File: config.mk
export PLATFORM = sky130hd
export DESIGN_NAME = spi_regacc_slave
export DESIGN_NICKNAME = d
export VERILOG_FILES = /design/src/rtl/spi_regacc_pkg.sv /design/src/rtl/spi_pin_sync.sv /design/src/rtl/spi_rx_shifter.sv /design/src/rtl/spi_cmd_ctrl.sv /design/src/rtl/spi_tx_shifter.sv /design/src/rtl/spi_regacc_slave.sv
export SDC_FILE = /design/constraint.sdc
export NUM_CORES = 1
export LEC_CHECK = 0
export BUFFER_PORTS_ARGS = -buffer_cell sky130_fd_sc_hd__buf_2
export CAP_MARGIN = 5
export CELL_PAD_IN_SITES_DETAIL_PLACEMENT = 1
export CELL_PAD_IN_SITES_GLOBAL_PLACEMENT = 2
export CORE_MARGIN = 10
export CORE_UTILIZATION = 35
export DETAILED_ROUTE_END_ITERATION = 8
export HOLD_SLACK_MARGIN = 0.08
export PLACE_DENSITY_LB_ADDON = 0.1
export REMOVE_ABC_BUFFERS = 1
export SYNTH_ARGS = -nofsm -noshare
export SYNTH_HDL_FRONTEND = slang
export SYNTH_SLANG_ARGS = --single-unit
export TNS_END_PERCENT = 50
File: constraint.sdc
create_clock -name clk -period 2.1 [get_ports clk]
set_clock_uncertainty 0.2 [all_clocks]
set_input_delay 0.315 -clock clk [delete_from_list [all_inputs] [get_ports clk]]
set_output_delay 0.315 -clock clk [all_outputs]
set_load 0.005 [all_outputs]
File: src/rtl/spi_regacc_pkg.sv
package spi_regacc_pkg;
   localparam int BYTE_W = 8;
   localparam logic [BYTE_W-1:0] CMD_REG_WRITE = 8'h12;
   localparam logic [BYTE_W-1:0] CMD_REG_READ  = 8'h13;

   typedef enum logic [2:0] {
      PH_COMMAND,
      PH_ADDRESS,
      PH_WR_DATA,
      PH_RD_DATA,
      PH_SKIP
   } phase_e;
endpackage

File: src/rtl/spi_pin_sync.sv
module spi_pin_sync #(
   parameter int W = 3,
   parameter int STAGES = 2,
   parameter logic [W-1:0] RST_VAL = '0
) (
   input  logic         clk,
   input  logic         rst_n,
   input  logic [W-1:0] d,
   output logic [W-1:0] q
);
   if (STAGES < 2) begin : g_bad_stages
      $error("spi_pin_sync needs at least two stages");
   end

   for (genvar g = 0; g < STAGES; g++) begin : g_stage
      logic [W-1:0] r;
      if (g == 0) begin : g_first
         always_ff @(posedge clk or negedge rst_n) begin
            if (!rst_n) r <= RST_VAL;
            else        r <= d;
         end
      end else begin : g_next
         always_ff @(posedge clk or negedge rst_n) begin
            if (!rst_n) r <= RST_VAL;
            else        r <= g_stage[g-1].r;
         end
      end
   end

   assign q = g_stage[STAGES-1].r;
endmodule

File: src/rtl/spi_rx_shifter.sv
module spi_rx_shifter #(
   parameter int W = 8
) (
   input  logic         clk,
   input  logic         rst_n,
   input  logic         sck_s,
   input  logic         csn_s,
   input  logic         mosi_s,
   output logic         sck_fall,
   output logic         at_boundary,
   output logic         rx_valid,
   output logic [W-1:0] rx_byte
);
   localparam int CW = (W > 1) ? $clog2(W) : 1;
   localparam logic [CW-1:0] LAST = CW'(W - 1);

   logic          sck_q;
   logic          sck_rise;
   logic [CW-1:0] cnt;
   logic [W-1:0]  shreg;

   assign sck_rise    = sck_s & ~sck_q & ~csn_s;
   assign sck_fall    = ~sck_s & sck_q & ~csn_s;
   assign at_boundary = (cnt == '0);

   always_ff @(posedge clk or negedge rst_n) begin
      if (!rst_n) sck_q <= 1'b0;
      else        sck_q <= sck_s;
   end

   always_ff @(posedge clk or negedge rst_n) begin
      if (!rst_n) begin
         cnt      <= '0;
         shreg    <= '0;
         rx_valid <= 1'b0;
         rx_byte  <= '0;
      end else if (csn_s) begin
         cnt      <= '0;
         shreg    <= '0;
         rx_valid <= 1'b0;
      end else begin
         rx_valid <= 1'b0;
         if (sck_rise) begin
            shreg <= {shreg[W-2:0], mosi_s};
            if (cnt == LAST) begin
               cnt      <= '0;
               rx_valid <= 1'b1;
               rx_byte  <= {shreg[W-2:0], mosi_s};
            end else begin
               cnt <= cnt + 1'b1;
            end
         end
      end
   end

   // deselect clears the bit count and suppresses any byte
   p_cnt_clear_r7: assert property (@(posedge clk) disable iff (!rst_n)
      csn_s |=> (cnt == '0) && !rx_valid);
endmodule

File: src/rtl/spi_cmd_ctrl.sv
module spi_cmd_ctrl
   import spi_regacc_pkg::*;
#(
   parameter int ADDR_W = 8
) (
   input  logic              clk,
   input  logic              rst_n,
   input  logic              csn_s,
   input  logic              rx_valid,
   input  logic [BYTE_W-1:0] rx_byte,
   output phase_e            phase,
   output logic [ADDR_W-1:0] reg_addr,
   output logic              reg_we,
   output logic [BYTE_W-1:0] reg_wdata
);
   logic wr_mode;

   always_ff @(posedge clk or negedge rst_n) begin
      if (!rst_n) begin
         phase     <= PH_COMMAND;
         wr_mode   <= 1'b0;
         reg_addr  <= '0;
         reg_we    <= 1'b0;
         reg_wdata <= '0;
      end else begin
         reg_we <= 1'b0;
         if (reg_we) reg_addr <= reg_addr + 1'b1;
         if (csn_s) begin
            phase <= PH_COMMAND;
         end else if (rx_valid) begin
            unique case (phase)
               PH_COMMAND: begin
                  if (rx_byte == CMD_REG_WRITE) begin
                     phase   <= PH_ADDRESS;
                     wr_mode <= 1'b1;
                  end else if (rx_byte == CMD_REG_READ) begin
                     phase   <= PH_ADDRESS;
                     wr_mode <= 1'b0;
                  end else begin
                     phase <= PH_SKIP;
                  end
               end
               PH_ADDRESS: begin
                  reg_addr <= rx_byte[ADDR_W-1:0];
                  phase    <= wr_mode ? PH_WR_DATA : PH_RD_DATA;
               end
               PH_WR_DATA: begin
                  reg_we    <= 1'b1;
                  reg_wdata <= rx_byte;
               end
               PH_RD_DATA: reg_addr <= reg_addr + 1'b1;
               default:    phase <= PH_SKIP;
            endcase
         end
      end
   end

   // write strobe lasts one system clock
   p_we_pulse_r4: assert property (@(posedge clk) disable iff (!rst_n)
      reg_we |=> !reg_we);
   // every write advances the address by one (wrapping)
   p_addr_step_r5: assert property (@(posedge clk) disable iff (!rst_n)
      reg_we |=> reg_addr == $past(reg_addr) + 1'b1);
   // a skipped command never writes
   p_skip_quiet_r6: assert property (@(posedge clk) disable iff (!rst_n)
      (phase == PH_SKIP) |=> !reg_we);
endmodule

File: src/rtl/spi_tx_shifter.sv
module spi_tx_shifter #(
   parameter int W = 8
) (
   input  logic         clk,
   input  logic         rst_n,
   input  logic         csn_s,
   input  logic         sck_fall,
   input  logic         at_boundary,
   input  logic         rd_phase,
   input  logic [W-1:0] rdata,
   output logic         miso,
   output logic         miso_oe
);
   logic [W-1:0] txreg;

   always_ff @(posedge clk or negedge rst_n) begin
      if (!rst_n) begin
         txreg <= '0;
      end else if (csn_s) begin
         txreg <= '0;
      end else if (sck_fall && rd_phase) begin
         if (at_boundary) txreg <= rdata;
         else             txreg <= {txreg[W-2:0], 1'b0};
      end
   end

   assign miso    = txreg[W-1];
   assign miso_oe = rd_phase & ~csn_s;

   // MISO only moves after a falling serial clock edge
   p_miso_hold_r2: assert property (@(posedge clk) disable iff (!rst_n)
      (!sck_fall && !csn_s) |=> ($stable(miso) || csn_s));
endmodule

File: src/rtl/spi_regacc_slave.sv
module spi_regacc_slave
   import spi_regacc_pkg::*;
#(
   parameter int ADDR_W = 8,
   parameter int SYNC_STAGES = 2
) (
   input  logic              clk,
   input  logic              rst_n,
   input  logic              spi_sck,
   input  logic              spi_csn,
   input  logic              spi_mosi,
   output logic              spi_miso,
   output logic              spi_miso_oe,
   output logic [ADDR_W-1:0] reg_addr,
   output logic [BYTE_W-1:0] reg_wdata,
   output logic              reg_we,
   input  logic [BYTE_W-1:0] reg_rdata
);
   if (ADDR_W < 1 || ADDR_W > BYTE_W) begin : g_bad_addr_w
      $error("ADDR_W must lie between 1 and 8");
   end

   logic              sck_s, csn_s, mosi_s;
   logic              sck_fall, at_boundary, rx_valid;
   logic [BYTE_W-1:0] rx_byte;
   phase_e            phase;

   spi_pin_sync #(.W(3), .STAGES(SYNC_STAGES), .RST_VAL(3'b010)) i_sync (
      .clk   (clk),
      .rst_n (rst_n),
      .d     ({spi_sck, spi_csn, spi_mosi}),
      .q     ({sck_s, csn_s, mosi_s})
   );

   spi_rx_shifter #(.W(BYTE_W)) i_rx (
      .clk         (clk),
      .rst_n       (rst_n),
      .sck_s       (sck_s),
      .csn_s       (csn_s),
      .mosi_s      (mosi_s),
      .sck_fall    (sck_fall),
      .at_boundary (at_boundary),
      .rx_valid    (rx_valid),
      .rx_byte     (rx_byte)
   );

   spi_cmd_ctrl #(.ADDR_W(ADDR_W)) i_ctrl (
      .clk       (clk),
      .rst_n     (rst_n),
      .csn_s     (csn_s),
      .rx_valid  (rx_valid),
      .rx_byte   (rx_byte),
      .phase     (phase),
      .reg_addr  (reg_addr),
      .reg_we    (reg_we),
      .reg_wdata (reg_wdata)
   );

   spi_tx_shifter #(.W(BYTE_W)) i_tx (
      .clk         (clk),
      .rst_n       (rst_n),
      .csn_s       (csn_s),
      .sck_fall    (sck_fall),
      .at_boundary (at_boundary),
      .rd_phase    (phase == PH_RD_DATA),
      .rdata       (reg_rdata),
      .miso        (spi_miso),
      .miso_oe     (spi_miso_oe)
   );

   // skipped commands keep the MISO driver off
   p_skip_no_oe_r6: assert property (@(posedge clk) disable iff (!rst_n)
      (phase == PH_SKIP) |-> !spi_miso_oe);
endmodule

Yosys cells after proc, flatten, opt, wreduce, memory -nomap -nowiden
Cells that the tools add are included.
{ "word_totals": {"output_inout_bits": 19, "register_bits": 55, "word_cells": 68, "in_bits": 13} }
{ "op_classes": {"muxes": 26, "bitwise_logic": 8, "n_reduce_logical": 12, "addsub": 2, "n_eq_ne": 7} }
{ "op_table": {"columns": ["op", "count"], "rows": [
  ["8-bit 2-to-1 mux", 6],
  ["3-bit 2-to-1 mux", 7],
  ["8-bit by 5-bit equality test with 1-bit output (second input constant)", 2],
  ["8-bit case mux with 2 select lines", 1],
  ["7-bit 2-to-1 mux", 2],
  ["1-bit 2-to-1 mux", 9],
  ["3-bit case mux with 3 select lines", 1],
  ["8-bit by 1-bit adder with 8-bit output (second input constant)", 1],
  ["2-bit nonzero test", 4],
  ["3-bit by 2-bit equality test with 1-bit output (second input constant)", 2],
  ["3-bit zero test", 2],
  ["3-bit AND reduction", 2],
  ["1-bit AND", 5],
  ["4-bit AND reduction", 1],
  ["3-bit by 1-bit adder with 3-bit output (second input constant)", 1],
  ["3-bit by 1-bit equality test with 1-bit output (second input constant)", 1],
  ["3-bit equality test (second input constant)", 1],
  ["1-bit NOT", 3],
  ["2-bit by 1-bit inequality test with 1-bit output (second input constant)", 1],
  ["2-bit AND reduction", 1],
  ["2-bit OR reduction", 1],
  ["1-bit logical AND", 1]
]} }

Logic depth before layout (Yosys ltp)
Gate-level depths: netlist (run 1).
{ "logic_depth": {"word_depth": 6, "ltp_mapped": 7, "mapped_depth_nobuf": 6} }

By module
A second synthesis (run 1) with hierarchy kept.
{ "unflattened": {"hier_cells": 211, "hier_area_um2": 2497.4} }
{ "modules_own_cells": {"columns": ["mod", "n_inst", "cells_per_inst", "area_per_inst_um2", "seq_area_each_um2"], "rows": [
  ["spi_cmd_ctrl", 1, 104, 1103.6, 525.5],
  ["spi_rx_shifter", 1, 72, 838.3, 500.5],
  ["spi_tx_shifter", 1, 28, 394.1, 200.2],
  ["spi_pin_sync", 1, 6, 152.6, 152.6],
  ["spi_regacc_slave", 1, 1, 8.8, 0.0]
]} }

Least setup slack after synthesis (run 1)
No wires, ideal clock.
{ "synth_path": {"path_kind": "register to register", "from": "register i_ctrl.phase[2]", "to": "register i_ctrl.reg_addr[3]", "t_required_ps": 1774, "setup_ps": 126, "arrival_ps": 1449, "slack_ps": 325, "path_buffers": 1, "path_stages_with_launch": 6, "synth_period_minus_slack_ps": 1775, "cell_sequence": "dfrtp_1 buf_6 and4bb_4 mux2i_4 nor3_1 a221o_1"} }
{ "synth_between": {"elab_chain_cells": 4, "word_cells_on_any_way": 5, "classes_between": "eq/ne (2); mux (3)"} }
{ "synth_lines": {"columns": ["item", "line", "rtl"], "rows": [
  ["start, declared", "spi_cmd_ctrl.sv:11", "output phase_e phase,"],
  ["start signal, assigned", "spi_cmd_ctrl.sv:45", "phase <= wr_mode ? PH_WR_DATA : PH_RD_DATA;"],
  ["3-bit by 2-bit equality test with 1-bit output or 3-bit by 1-bit equality test with 1-bit output (tied branches)", "spi_cmd_ctrl.sv:31", "unique case (phase)"],
  ["8-bit case mux with 2 select lines *", "spi_cmd_ctrl.sv:31", null],
  ["8-bit 2-to-1 mux *", "spi_cmd_ctrl.sv:30", "end else if (rx_valid) begin"],
  ["8-bit 2-to-1 mux *", "spi_cmd_ctrl.sv:28", "if (csn_s) begin"],
  ["end signal, assigned", "spi_cmd_ctrl.sv:27", "if (reg_we) reg_addr <= reg_addr + 1'b1;"],
  ["end signal, assigned", "spi_cmd_ctrl.sv:44", "reg_addr <= rx_byte[ADDR_W-1:0];"],
  ["end signal, assigned", "spi_cmd_ctrl.sv:51", "PH_RD_DATA: reg_addr <= reg_addr + 1'b1;"],
  ["end, declared", "spi_cmd_ctrl.sv:12", "output logic [ADDR_W-1:0] reg_addr,"]
]} }
Every way passes the cells marked *; elsewhere a longest branch is shown, timed or not.
A chain may end at the register's enable or synchronous reset.

Worst setup path after layout (run 1)
Same ends and word-level chain as after synthesis.

==> results of run 1 <==
## power groups by stage
stage / registers, mW / clock network [mW] / logic, mW
floorplan: 1.10 / 0 / 0.0325
global placement: 1.10 / 0 / 0.0875
detailed placement: 1.10 / 0 / 0.0869
CTS: 1.08 / 0.640 / 0.0946
global route: 1.08 / 0.682 / 0.105
finish: 1.08 / 0.617 / 0.0903
## cells by family after synthesis
kind of cell / Yosys count / synth area share, %
AO/OA/AOI/OAI: 44 / 11.9
adder cells (fa/ha/maj): 4 / 2.02
buffers and inverters: 17 / 3.23
multiplexers: 25 / 11.4
AND/OR/NAND/NOR: 74 / 15.8
flip-flops: 55 / 55.7
## cells in the final DEF, fill, tap and decap left out, types with 2 or more instances in the layout
cell / netlist / routed
o22ai_1: 5 / 5
a21oi_1: 18 / 18
clkbuf_8: 0 / 5
a31o_2: 6 / 6
mux2i_1: 8 / 8
nor3_1: 5 / 5
inv_1: 5 / 5
nand2_1: 26 / 26
buf_2: 7 / 31
nor2b_1: 5 / 5
a221o_1: 2 / 2
nor4b_1: 2 / 2
o21ai_0: 4 / 4
dlygate4sd3_1: 0 / 5
dfstp_2: 2 / 2
mux2_2: 16 / 16
clkinv_4: 0 / 2
nand4_1: 2 / 2
and3_1: 2 / 2
dfrtp_1: 53 / 53
buf_4: 0 / 6
nor2_1: 14 / 14
a21o_1: 2 / 2
nand2b_1: 3 / 3
a211oi_1: 2 / 2
nand3_1: 7 / 7
ha_1: 4 / 4
## registers in the layout, summed over array words and instances, names as in the netlist
register	flops
i_rx.shreg	7
i_ctrl.phase	3
i_rx.cnt	3
i_ctrl.reg_addr	8
i_tx.txreg	8
i_rx.rx_byte	8
i_ctrl.reg_wdata	8
i_rx.rx_valid	1
i_rx.sck_q	1
i_sync.q	3
i_ctrl.reg_we	1
i_ctrl.wr_mode	1
i_sync.g_stage.r	3
## routing by layer
metal | GRT usage [%] | vias to the layer above
met4 | 3.38 | 0
li1 | - | 857
met1 | 14.6 | 886
met3 | 2.60 | 8
met2 | 15.7 | 23
met5 | 0 | -
## per-stage QoR
step	cells	power, mW	hold slack, ns
after floorplan	208	1.13	-0.181
after global placement	342	1.19	0.135
after detailed placement	342	1.19	0.137
after CTS	355	1.81	0.132
after global routing	355	1.87	0.171
final	355	1.79	0.139
## worst max-delay path, stage by stage (launching register included)
cell	delay, ns
dfrtp_1	0.48
and4bb_4	0.44
mux2i_4	0.32
nor3_1	0.08
a221o_1	0.26
## worst max path at each step
stage | to | slack, ns | cells after the start
2_1_floorplan | i_tx.txreg[2] | 0.18 | 6
3_3_place_gp | i_ctrl.reg_addr[4] | 0.24 | 4
3_5_place_dp | i_ctrl.reg_addr[3] | 0.22 | 4
4_1_cts | i_ctrl.reg_addr[3] | 0.20 | 4
5_1_grt | i_ctrl.reg_addr[3] | 0.13 | 4
6_report | i_ctrl.reg_addr[3] | 0.21 | 4
## layout make-up
cell class	count	area, um2	area share, %
multi-input combinational	147	1020	35.1
tap	96	120	4.14
clock buffer	5	68.8	2.37
inverter	6	22.5	0.776
timing repair buffer	43	270	9.31
sequential	55	1380	47.5
clock inverter	3	25.0	0.862
==> results.ini, run 1 <==
[clock_network]
cts-root-buf=clkbuf_8
hold_buffers=5
cts_resized=0
clock_latency_ns=0.31
clkTransAtPathRegs_ns=0.10
cts_setup_buffers=0
cts_tree=done
clk_path_buf_depth=2
cts_made_buffers=5
cts-htree-levels=2
clock_sinks=55

[logic_synthesis]
synth.avg_cell_area_um2=11.3
seq_area_frac_synth_pct=55.7
synth.top_cell.area_share_pct=53.5
synth_edf_count=0
synth.most_common_cell=dfrtp_1
syn_inst=219
synthDistinctLibCells=40
synth_area_leaders=dfrtp_1 54%, mux2_2 7.3%, nand2_1 3.9%
async_flop_share_pct=100
synthTopCellsByCount=53 x dfrtp_1, 26 x nand2_1, 18 x a21oi_1
ys_warn_count=0
syn_area_um2=2480
ys_ff_latch=55
synth_top_cell_by_area=dfrtp_1
yosys_most_used_dff=dfrtp_1

[timing]
hold_viol_final=0
relSlewSlack_pct=69.8
period_minus_slack_ns=1.89
rsz0062_at_grt=false
tns_ns=0
finalWorstSetupSlack_ns=0.213
worst_pin_slew_ns=0.452
slew_violations=0
max_freq_mhz=530
setup_viol=0
fin_crit_sh_pct=89.9

[route]
dr.pass1.iters=4
finalWirelength_um=5650
num_vias=1774
wl_per_cell_um=15.9
top_layer_used=met4
met1Wirelength_um=2840
drt-initial-drc-count=66
via_per_inst=5.00
post-route-drc-count=0
wl_met3_um=182
wl_met2_um=2540
postRouteAntennaNets=0

[floorplanning]
dieArea_um2=10800
core_um2=6830
fp.dieW_um=104
rows=30
initial_core_util_pct=36.3
num_io_pins=32
die_y_um=104

[place]
dp_hpwl_um=4010
dp_slack_ns=0.225
gp_congestion=0.745
place_area_um2=2760
io_buffers=31

[finish]
diodes=0
fin_nets=275
drive_gt1_share_pct=29.7
syn_to_final_growth_pct=17.2
n_fill_cell=774
final_area_um2=2900
postLayoutCoreUtil_pct=42.5

[worst_setup_path]
crit_path_start_kind=register
end_kind=register
r2r_slack_ns=0.21
reg2reg_to=i_ctrl.reg_addr[3]
r2r_start=i_ctrl.phase[2]
worstSetupPathType=register to register
crit_path_max_fanout=9
crit_arrival_ns=1.89
worst_ep_required_time_ns=2.11
crit_start=i_ctrl.phase[2]
reg2reg_depth=4

[power]
power_density_nw_per_um2=615
vdd_drop_max_v=0.000276
combPwrFrac_pct=5.1
power_leakage_nw=1.44
p_int_mw=1.35
power.share.clock_pct=34.5
netSwitchingPower_mw=0.438
p_seq_share_pct=60.4
swShare_pct=24.5

[min_path]
hold_depth=4
holdPathEnd=i_tx.txreg[6]
min_path_type=input pin to register
hold_path.startpoint=reg_rdata[6]

[grt]
grt_use_total_pct=10.5
grt_pass1_vias=1848
grt_max_degree=56
grt_overflow=0
grt_first_pass_wirelength_um=9640
antenna_found_initial=0

[outcome]
outcome=finished, final reports clean

[run]
max_cap_violations=0

(Power assumes the default switching activity.)
==> inputs of run 2 (changes only) <==
--- a/config.mk
+++ b/config.mk
@@ -13,7 +13,7 @@
 export CORE_UTILIZATION = 35
 export DETAILED_ROUTE_END_ITERATION = 8
 export HOLD_SLACK_MARGIN = 0.08
-export PLACE_DENSITY_LB_ADDON = 0.1
+export PLACE_DENSITY = 0.78
 export REMOVE_ABC_BUFFERS = 1
 export SYNTH_ARGS = -nofsm -noshare
 export SYNTH_HDL_FRONTEND = slang
==> run 2 against run 1 <==
Net effect: first-iteration DRC count shrank 20%; critical endpoint unchanged; sequential power barely moved; combinational power is 2% higher; largest power group unchanged.
==> results.ini, run 2 (synthesis results as in run 1) <==
[route]
wl_per_cell_um=16.0
finalWirelength_um=5680
post-route-drc-count=0
drt-initial-drc-count=53
dr.pass1.iters=6
postRouteAntennaNets=0
via_per_inst=5.04
num_vias=1788

[worst_setup_path]
r2r_slack_ns=0.21
crit_path_start_kind=register
worst_ep_required_time_ns=2.10
critical-path-top-delay-family=simple AND/OR/NAND/NOR gates
r2r_start=i_ctrl.phase[2]
worstSetupPathType=register to register
crit_path_max_incr_delay_ns=0.48
end_kind=register
path_cells=and4bb_4 -> mux2i_4 -> nor3_1 -> a221o_1
critPathBufInv=0
reg2reg_to=i_ctrl.reg_addr[3]
crit_arrival_ns=1.88
slowest_stage=dfrtp_1
crit_path_max_fanout=9
reg2reg_depth=4

[clock_network]
cts_resized=0
cts-htree-levels=2
clk_path_buf_depth=2
cts_made_buffers=5
cts_tree=done
clkTransAtPathRegs_ns=0.10
clock_latency_ns=0.31
cts-root-buf=clkbuf_8
cts_setup_buffers=0
clock_sinks=55

[min_path]
holdPathEnd=i_tx.txreg[4]
hold_depth=4
min_path_type=input pin to register
hold_path.startpoint=reg_rdata[4]

[finish]
fin_nets=275
diodes=0
syn_to_final_growth_pct=17.0
layout_common_cells=53 x dfrtp_1, 31 x buf_2, 26 x nand2_1
final_common_cell=dfrtp_1
final_area_um2=2900
postLayoutCoreUtil_pct=42.4
layoutNonFillerInstCount=355
drive_gt1_share_pct=29.7

[floorplanning]
num_io_pins=32
initial_core_util_pct=36.3
core_um2=6830
fp.dieW_um=104
dieArea_um2=10800
rows=30
die_y_um=104

[timing]
max_freq_mhz=530
worst_pin_slew_ns=0.448
tns_ns=0
slew_violations=0
hold_viol_final=0
setup_viol=0
relSlewSlack_pct=70.2
rsz0062_at_grt=false
fin_crit_sh_pct=89.8
period_minus_slack_ns=1.89

[power]
vdd_drop_max_v=0.000308
power_density_nw_per_um2=606
total_power_mw=1.76
power_leakage_nw=1.44

[outcome]
outcome=finished, final reports clean

[run]
max_cap_violations=0

[grt]
grt_overflow=0
antenna_found_initial=0
grt_pass1_vias=1874
grt_first_pass_wirelength_um=9740
grt_max_degree=41
grt_use_total_pct=10.7

[place]
dp.cells=342
io_buffers=31
gp_congestion=0.781
place_area_um2=2760
dp_hpwl_um=4090

==> run 2: final cells by class <==
| class | count | area [um2] |
|---|---|---|
| clock buffers | 5 | 68.8 |
| clock inverters | 3 | 20.0 |
| fillers | 789 | 3930 |
| inverters | 6 | 22.5 |
| multi-input cells | 147 | 1020 |
| flip-flops and latches | 55 | 1380 |
| well taps | 96 | 120 |
| repair buffers | 43 | 270 |
==> run 2: layer usage <==
layer  track usage [%]  part of all wire, %  routed length (um)  vias up
met5                 0                    0                   0        -
met4              2.68                 0.84                  48        0
met3              2.91                  3.8                 217        5
met2              16.8                   47                2670       28
met1              14.1                   48                2740      901
li1                  -                    -                   -      854
==> run 2: worst min-delay path: cells and delay by family <==
kind | cells | cell delay [ns]
compound gates | 1 | 0.10
mux | 1 | 0.05
simple gates | 1 | 0.08
buf+inv | 1 | 0.07
==> run 2: power by group <==
part	switching (mW)	internal, mW	total, mW
sequential	0.00891	1.07	1.08
clock	0.352	0.233	0.585
combinational	0.0544	0.0377	0.0921
==> run 2: how the worst max path moves through the flow <==
stage	slack [ns]	endpoint	start	cells after the start
after floorplan	0.18	i_tx.txreg[2]	i_rx.cnt[0]	6
after global placement	0.28	i_ctrl.reg_addr[3]	i_ctrl.phase[2]	4
after detailed placement	0.22	i_ctrl.reg_addr[3]	i_ctrl.phase[2]	4
after CTS	0.20	i_ctrl.reg_addr[3]	i_ctrl.phase[2]	4
after global routing	0.11	i_ctrl.reg_addr[3]	i_ctrl.phase[2]	4
final	0.21	i_ctrl.reg_addr[3]	i_ctrl.phase[2]	4
==> run 2: stage by stage <==
stage | setup WS, ns | hold slack, ns
6_report | 0.214 | 0.146
5_1_grt | 0.110 | 0.141
4_1_cts | 0.202 | 0.144
3_5_place_dp | 0.224 | 0.0873
3_3_place_gp | 0.276 | 0.0826
2_1_floorplan | 0.178 | -0.181
==> run 2: what timing repair did <==
item	CTS	global route
hold buffers	5	0
setup endpoints to repair	0	0
hold endpoints to repair	19	0
